$ cat config.mk
export PLATFORM = sky130hd
export DESIGN_NAME = audio_wm_fifo
export DESIGN_NICKNAME = d
export VERILOG_FILES = /design/src/rtl/afifo_pkg.sv /design/src/rtl/afifo_store.sv /design/src/rtl/afifo_level.sv /design/src/rtl/afifo_sticky.sv /design/src/rtl/afifo_route.sv /design/src/rtl/audio_wm_fifo.sv
export SDC_FILE = /design/constraint.sdc
export NUM_CORES = 1
export LEC_CHECK = 0
export ABC_AREA = 1
export BUFFER_PORTS_ARGS = -buffer_cell sky130_fd_sc_hd__buf_4
export CAP_MARGIN = 40
export CORE_ASPECT_RATIO = 1.75
export CORE_MARGIN = 3
export CORE_UTILIZATION = 50
export DETAILED_ROUTE_END_ITERATION = 16
export HOLD_SLACK_MARGIN = 0.1
export PLACE_DENSITY = 0.66
export SETUP_SLACK_MARGIN = 0.05
export SYNTH_ARGS = -nofsm -noshare
export SYNTH_HDL_FRONTEND = slang
export SYNTH_SLANG_ARGS = --single-unit
$ cat constraint.sdc
create_clock -name clk -period 9.6 [get_ports clk]
set_input_delay 0.96 -clock clk [delete_from_list [all_inputs] [get_ports clk]]
set_output_delay 0.96 -clock clk [all_outputs]
set_load 0.05 [all_outputs]
$ cat src/rtl/afifo_pkg.sv
package afifo_pkg;
  // flag vector positions used by the routing stage
  localparam int FL_REQ  = 0;
  localparam int FL_WARN = 1;
  localparam int FL_ERR  = 2;
  localparam int FL_SYNC = 3;
  localparam int FL_WORD = 4;
  localparam int NUM_FLAGS = 5;
  // sticky flag positions, matching flag_clr bits
  localparam int ST_ERR  = 0;
  localparam int ST_SYNC = 1;
  localparam int ST_WORD = 2;
  localparam int NUM_STICKY = 3;
  // level flags that may raise a DMA request
  localparam int NUM_DMA = 2;
endpackage

$ cat src/rtl/afifo_store.sv
module afifo_store #(
  parameter int DATA_W = 32,
  parameter int DEPTH  = 32,
  localparam int AW = $clog2(DEPTH),
  localparam int PW = AW + 1
) (
  input  logic              clk,
  input  logic              rst_n,
  input  logic              flush,
  input  logic              push,
  input  logic              pop,
  input  logic [DATA_W-1:0] wdata,
  output logic [DATA_W-1:0] rdata,
  output logic [PW-1:0]     wr_ptr,
  output logic [PW-1:0]     rd_ptr,
  output logic [PW-1:0]     fill
);
  logic [DATA_W-1:0] mem [DEPTH];

  always_ff @(posedge clk) begin
    if (push && !flush) mem[wr_ptr[AW-1:0]] <= wdata;
  end

  always_ff @(posedge clk or negedge rst_n) begin
    if (!rst_n) begin
      wr_ptr <= '0;
      rd_ptr <= '0;
    end else if (flush) begin
      wr_ptr <= '0;
      rd_ptr <= '0;
    end else begin
      if (push) wr_ptr <= wr_ptr + 1'b1;
      if (pop)  rd_ptr <= rd_ptr + 1'b1;
    end
  end

  assign rdata = mem[rd_ptr[AW-1:0]];
  assign fill  = wr_ptr - rd_ptr;
endmodule

$ cat src/rtl/afifo_level.sv
module afifo_level #(
  parameter bit IS_TX = 1'b1,
  parameter int DEPTH = 32,
  parameter int PW    = 6,
  parameter int WM_W  = 5,
  localparam int CW = (PW > WM_W) ? PW : WM_W
) (
  input  logic [PW-1:0]   fill,
  input  logic [WM_W-1:0] watermark,
  output logic            req,
  output logic            warn
);
  logic [CW-1:0] fill_x, wm_x;
  assign fill_x = CW'(fill);
  assign wm_x   = CW'(watermark);

  generate
    if (IS_TX) begin : g_tx
      // bus must refill while level is low
      assign req  = (fill_x <= wm_x);
      assign warn = (fill == '0);
    end else begin : g_rx
      // bus must drain while level is high
      assign req  = (fill_x > wm_x);
      assign warn = (fill == PW'(DEPTH));
    end
  endgenerate
endmodule

$ cat src/rtl/afifo_sticky.sv
module afifo_sticky #(
  parameter int N = 3
) (
  input  logic         clk,
  input  logic         rst_n,
  input  logic [N-1:0] set,
  input  logic [N-1:0] clr,
  output logic [N-1:0] q
);
  generate
    for (genvar i = 0; i < N; i++) begin : g_bit
      always_ff @(posedge clk or negedge rst_n) begin
        if (!rst_n)      q[i] <= 1'b0;
        else if (set[i]) q[i] <= 1'b1;   // a new event outranks a clear
        else if (clr[i]) q[i] <= 1'b0;
      end
    end
  endgenerate
endmodule

$ cat src/rtl/afifo_route.sv
module afifo_route #(
  parameter int NF = 5,
  parameter int ND = 2
) (
  input  logic [NF-1:0] flags,
  input  logic [NF-1:0] irq_en,
  input  logic [ND-1:0] dma_en,
  output logic          irq,
  output logic          dma_req
);
  assign irq     = |(flags & irq_en);
  assign dma_req = |(flags[ND-1:0] & dma_en);
endmodule

$ cat src/rtl/audio_wm_fifo.sv
module audio_wm_fifo
  import afifo_pkg::*;
#(
  parameter int DATA_W = 32,
  parameter int DEPTH  = 32,
  parameter int WM_W   = 5,
  parameter bit IS_TX  = 1'b1,
  localparam int PTR_W = $clog2(DEPTH) + 1
) (
  input  logic              clk,
  input  logic              rst_n,
  input  logic              fifo_rst,
  input  logic              wr_valid,
  output logic              wr_ready,
  input  logic [DATA_W-1:0] wr_data,
  output logic              rd_valid,
  input  logic              rd_ready,
  output logic [DATA_W-1:0] rd_data,
  input  logic [WM_W-1:0]   watermark,
  input  logic              sync_err_evt,
  input  logic              word_start_evt,
  input  logic [2:0]        flag_clr,
  input  logic [4:0]        irq_en,
  input  logic [1:0]        dma_en,
  output logic [PTR_W-1:0]  wr_ptr,
  output logic [PTR_W-1:0]  rd_ptr,
  output logic              req_flag,
  output logic              warn_flag,
  output logic              err_flag,
  output logic              sync_flag,
  output logic              word_flag,
  output logic              irq,
  output logic              dma_req
);
  logic [PTR_W-1:0]      fill;
  logic                  push, pop, miss;
  logic [NUM_STICKY-1:0] st_set, st_q;
  logic [NUM_FLAGS-1:0]  flags;

  assign wr_ready = (fill != PTR_W'(DEPTH));
  assign rd_valid = (fill != '0);
  assign push     = wr_valid && wr_ready;
  assign pop      = rd_valid && rd_ready;

  afifo_store #(.DATA_W(DATA_W), .DEPTH(DEPTH)) u_store (
    .clk(clk), .rst_n(rst_n), .flush(fifo_rst), .push(push), .pop(pop),
    .wdata(wr_data), .rdata(rd_data), .wr_ptr(wr_ptr), .rd_ptr(rd_ptr),
    .fill(fill)
  );

  afifo_level #(.IS_TX(IS_TX), .DEPTH(DEPTH), .PW(PTR_W), .WM_W(WM_W)) u_level (
    .fill(fill), .watermark(watermark), .req(req_flag), .warn(warn_flag)
  );

  // engine-side missed transfer: the engine never waits
  generate
    if (IS_TX) begin : g_miss_tx
      assign miss = rd_ready && !rd_valid;
    end else begin : g_miss_rx
      assign miss = wr_valid && !wr_ready;
    end
  endgenerate

  always_comb begin
    st_set          = '0;
    st_set[ST_ERR]  = miss;
    st_set[ST_SYNC] = sync_err_evt;
    st_set[ST_WORD] = word_start_evt;
  end

  afifo_sticky #(.N(NUM_STICKY)) u_sticky (
    .clk(clk), .rst_n(rst_n), .set(st_set), .clr(flag_clr), .q(st_q)
  );

  assign err_flag  = st_q[ST_ERR];
  assign sync_flag = st_q[ST_SYNC];
  assign word_flag = st_q[ST_WORD];

  always_comb begin
    flags          = '0;
    flags[FL_REQ]  = req_flag;
    flags[FL_WARN] = warn_flag;
    flags[FL_ERR]  = err_flag;
    flags[FL_SYNC] = sync_flag;
    flags[FL_WORD] = word_flag;
  end

  afifo_route #(.NF(NUM_FLAGS), .ND(NUM_DMA)) u_route (
    .flags(flags), .irq_en(irq_en), .dma_en(dma_en), .irq(irq), .dma_req(dma_req)
  );
endmodule

-- After elaboration in Yosys (flattened, before gate mapping)
Memory sizes are Yosys's and may differ from the RTL's.
Index checks and enable logic that the tools add are counted.
- flip-flop bits (word level): 15
- bits in writable memories: 1024
- input bits: 54
- output and inout port bits: 53
- word-level logic and storage cells: 40
- memories kept: 1
- add/subtract/negate cells: 3
- $lt $le $gt $ge: 1
- equal/unequal tests: 1
- mux-type cells: 12
- bitwise logic cells: 2
- reduce and logical (&&, ||, !) cells: 15
- memories (memory ; depth ; width ; rd ports ; clocked after memory_dff ; write ports ; line ; source):
    u_store.mem ; 32 ; 32 ; 1 ; 0 ; 1 ; afifo_store.sv:18 ; logic [DATA_W-1:0] mem [DEPTH];
- operator list (cell ; count):
    $mux W6 ; 4
    $add A6 B1 Y6 const B ; 2
    $reduce_bool A2 Y1 ; 5
    $mux W1 ; 8
    $le A6 B5 Y1 ; 1
    $logic_not A6 Y1 ; 1
    $ne A6 B6 Y1 const B ; 1
    $reduce_bool A6 Y1 ; 1
    $sub A6 B6 Y6 ; 1
    $and A5 B5 Y5 ; 1
    $reduce_or A5 Y1 ; 1
    $logic_and A1 B1 Y1 ; 4
    $and A2 B2 Y2 ; 1
    $logic_not A1 Y1 ; 2
    $reduce_or A2 Y1 ; 1

-- Longest topological paths before layout
- word-level depth: 6
- gate-level depth with buffers: 19

-- Cells and area by module
Synthesis repeated with hierarchy kept, for this count alone.
- cell total of the unflattened synthesis: 4148
- area, all modules: 44248.7 um2
- by module, submodules not included (module ; instances ; cells each ; area each (um2) ; seq. area each (um2)):
    afifo_store ; 1 ; 4075 ; 43834.5 ; 31049.8
    afifo_level ; 1 ; 29 ; 166.4 ; 0.0
    afifo_sticky ; 1 ; 15 ; 120.1 ; 75.1
    audio_wm_fifo ; 1 ; 15 ; 72.6 ; 0.0
    afifo_route ; 1 ; 14 ; 55.1 ; 0.0

-- Least setup slack after synthesis
No wires, ideal clock.
- path kind: reg-to-reg
- start: register u_store.rd_ptr[4]
- end: memory u_store.mem[10][0] (enable)
- setup time: 0.421 ns
- arrival: 4.049 ns
- data required time: 9.179 ns
- path slack: 5.130 ns
- cell stages (with the launch flop): 13
- path buffers: 3
- period minus slack after synthesis: 4.470 ns
- path through: dfrtp_1 clkbuf_1 inv_1 clkbuf_1 ha_1 a21oi_1 nand3_1 nand2_1 nand2_1 nand2_2 nand3_2 buf_4 nor2_1
- word-level cells in the longest chain between the ends: 6
- ends and longest elaborated chain (what ; line ; source):
    start: declaration ; afifo_store.sv:15 ; output logic [PW-1:0] rd_ptr,
    start signal: assignment ; afifo_store.sv:33 ; if (pop) rd_ptr <= rd_ptr + 1'b1;
    $sub A6 B6 Y6 ; afifo_store.sv:38 ; assign fill = wr_ptr - rd_ptr;
    $ne A6 B6 Y1 ; audio_wm_fifo.sv:40 ; assign wr_ready = (fill != PTR_W'(DEPTH));
    net wr_ready ; audio_wm_fifo.sv:14 ; output logic wr_ready,
    $logic_and A1 B1 Y1 ; audio_wm_fifo.sv:42 ; assign push = wr_valid && wr_ready;
    $logic_and A1 B1 Y1 ; afifo_store.sv:21 ; if (push && !flush) mem[wr_ptr[AW-1:0]] <= wdata;
    $mux W1 ; afifo_store.sv:21 ;
    $mux W1 (implied by the code) ; afifo_store.sv:21 ;
    end: declaration ; afifo_store.sv:18 ;
The timed path passes the listed nets, and every way through them passes these cells.

-- Final worst setup path
- start: register u_store.rd_ptr[1]
- end: output port rd_data[23]
- word-level cells in the longest chain between the ends: 1
- ends and longest elaborated chain (what ; line ; source):
    $mem_v2 Z32 W32 ; n/a ;
    end: declaration ; audio_wm_fifo.sv:18 ; output logic [DATA_W-1:0] rd_data,
Every way passes these cells.

==> run metrics <==
TritonCTS buffer count 86; endpoints failing setup 0; CP Capture Type output pin; Final Slew Violations 0; Yosys top cell by area edfxtp_1; final hold vios 0; RSZ-0062 raised after global routing false; Row Count 139; XOR/XNOR Fraction of Synth Area 0.00147; Synth Area in Compound Gates 0.105; Synth Area in Simple Gates 0.112; Synth Instances 3339; commonest register cell after synthesis edfxtp_1; r2r setup slk 4.83 ns; area of placed instances 0.0438 mm²; MaxCap Viol Count 0; mux share of post-synthesis cell area 0; Buffers on Ports 106; DRT Pass-1 Iters 6; Total Negative Setup Slacks 0 ns; status finished, final reports clean; Crit path arrival time 4.72 ns; post-synthesis sequential area ratio 0.747; post-DP HPWL 59000 µm; reg2reg start u_store.rd_ptr[1]; CTS root buffer clkbuf_16; clk buf depth 3; DR iter-0 viols 3321; R2R Path End u_store.mem[8][22]; grt ovf 0; core box area 0.0823 mm²; layout cell share with drive strength beyond 1 0.0975; CP max stage cell buf_4; # DRC 0; Final Cycle Share 0.592; Global Route Usage Sum 0.270; vias per cell 6.09; syn nets 3409; Die Footprint 0.0870 mm²; Final ANT Viol Nets 0; Crit Path Category reg -> out; Hold-fix buffers, CTS 0; leakage power 15.6 nW; WL final 119000 µm; die width 224 µm; post-CTS setup buffers 0; global-route wire length before repair 172000 µm; post-cts sizing count 0; number of synthesized flops with an enable pin 1024; area added between synthesis and finish 11.9%; slew margin rel. 0.161; Post-Synth Adder-Cell Area 0.00498; Post-synth top cells edfxtp_1, nor2_1, o21ai_0; die extent in y 388 µm; Syn Std Cell Area 0.0417 mm²; Seq. cell area 0.0311 mm²; IO Count 107; buffers plus inverters on the worst setup path 5; Seq cells post-synth 1039; most used cell, CP nor2_1; clock sinks 1039; final core utilization 0.567; fmax 176 MHz; crit-path max FO 72; worst vdd ir 0.317 mV; ys async rst share 0.0144; Worst Hold Class in -> async; R2R depth 11; Layout fillers 6508; clock-pin transition on the worst setup and hold timing paths 0.07 ns; Multi-input gate area 0.00960 mm²; vias in the first global route 26.4k; Worst Path Required 8.64 ns; Top delay family on crit path buffers and inverters; largest cells by area after synthesis edfxtp_1, nor2_1, o21ai_0; H-tree levels 3; Final Skew 0.0230 ns; final instance area 0.0466 mm²; routed length per instance 26.4 µm; synthesized area per cell 12.5 µm²; Initial Util 0.506; cell area power density 263 mW/mm²; dominant combinational cell family by area after synthesis simple AND/OR/NAND/NOR gates; initial antenna violation count 7; most frequent cell after synthesis edfxtp_1; CP peak stage delay 0.77 ns; yosys warns 0; CTS tree built; distinct cell type count after synthesis 29; final worst path period need 5.68 ns; Placer Congestion 0.781; worst slew pin tran 1.26 ns; largest net degree at the start of global routing 228; Worst Setup Start Kind register; clock insertion delay at the later pin of the skew report 0.68 ns; nets@finish 3444; top cell type's share of synthesized area 0.738; worst path cell trace inv_6, buf_4, buf_16, buf_4, o21ai_0, o22ai_1, nor2_1, nor2_1, nor2_1, nor2_1, buf_4; Vias 27.4k
[stage by stage]
step | setup WS (ns) | hold WS [ns] | total power [mW] | instances
2_1_floorplan | 5.13 | 0.664 | 7.69 | 3339
3_3_place_gp | 4.29 | 0.524 | 8.62 | 4331
3_5_place_dp | 4.63 | 0.540 | 8.74 | 4343
4_1_cts | 3.85 | 0.115 | 12.3 | 4493
5_1_grt | 3.67 | 0.136 | 12.8 | 4493
6_report | 3.92 | 0.147 | 12.2 | 4494
[area by class of cell]
class,count,area share
clock inverter,45,0.0115
sequential,1039,0.668
tap,1057,0.0284
clock buffer,105,0.0495
timing repair buffer,172,0.0328
multi-input combinational,2033,0.206
antenna,1,0.0000537
inverter,42,0.00386
[layout by cell type (no fill, tap or decap), types with 2 or more instances in the layout]
cell type  synthesis  final
clkinv_2           0     13
xor2_1             7      7
nor2_4             0     33
ha_1              15     15
buf_4             20    159
dfrtp_4            0      3
inv_1             39     36
clkbuf_16          0     90
clkbuf_1         119     15
nand4_1           17     17
nor3_1             6      6
o21bai_1           2      2
o21ai_0          519    519
bufinv_16          0     12
buf_12             0      3
nor2_1           837    804
a21oi_1            7      7
nand2_1          251    251
nand2_2            2      2
nand3_1           87     87
inv_2              1      2
o211ai_1          43     43
inv_16             0      2
o22ai_1          185    185
dfrtp_1           15     11
buf_16             0     10
o21ai_1           51     51
edfxtp_1        1024   1024
clkinv_1           1     18
inv_6              0      2
[sequential cells by signal, summed over array words and instances, names as in the netlist]
name / cells
u_sticky.q: 3
u_store.mem: 1024
u_store.rd_ptr: 6
u_store.wr_ptr: 6
[routing by layer]
metal  track usage  vias up  share of wire
met5             0        -        0.00034
met4         0.136        6          0.052
met3        0.0394      331          0.073
met2         0.470     1253           0.51
met1         0.328    13649           0.36
li1              -    12134              -
[logic make-up after synthesis]
logic type	count (synthesis)
fa+ha+maj	16
compound gates	808
simple gates	1202
xor+xnor	7
flops	1039
buf+inv	267
[where the power goes]
group	total, mW	internal (mW)	switching [mW]
clock network	3.59	2.03	1.56
registers	5.11	5.04	0.0762
logic	3.54	1.01	2.53
total	12.2	8.08	4.17
[worst max-delay path by stage]
stage                                  from            endpoint  slack [ns]  cells after the start
after global placement    u_store.rd_ptr[1]          rd_data[5]        4.29                     10
final                     u_store.rd_ptr[1]         rd_data[23]        3.92                     11
after detailed placement  u_store.rd_ptr[1]          rd_data[5]        4.63                     11
after global routing      u_store.rd_ptr[1]          rd_data[5]        3.67                     11
after CTS                 u_store.rd_ptr[1]          rd_data[5]        3.85                     11
after floorplan           u_store.rd_ptr[4]  u_store.mem[10][0]        5.13                     12
Power figures use the tool's default switching activity.
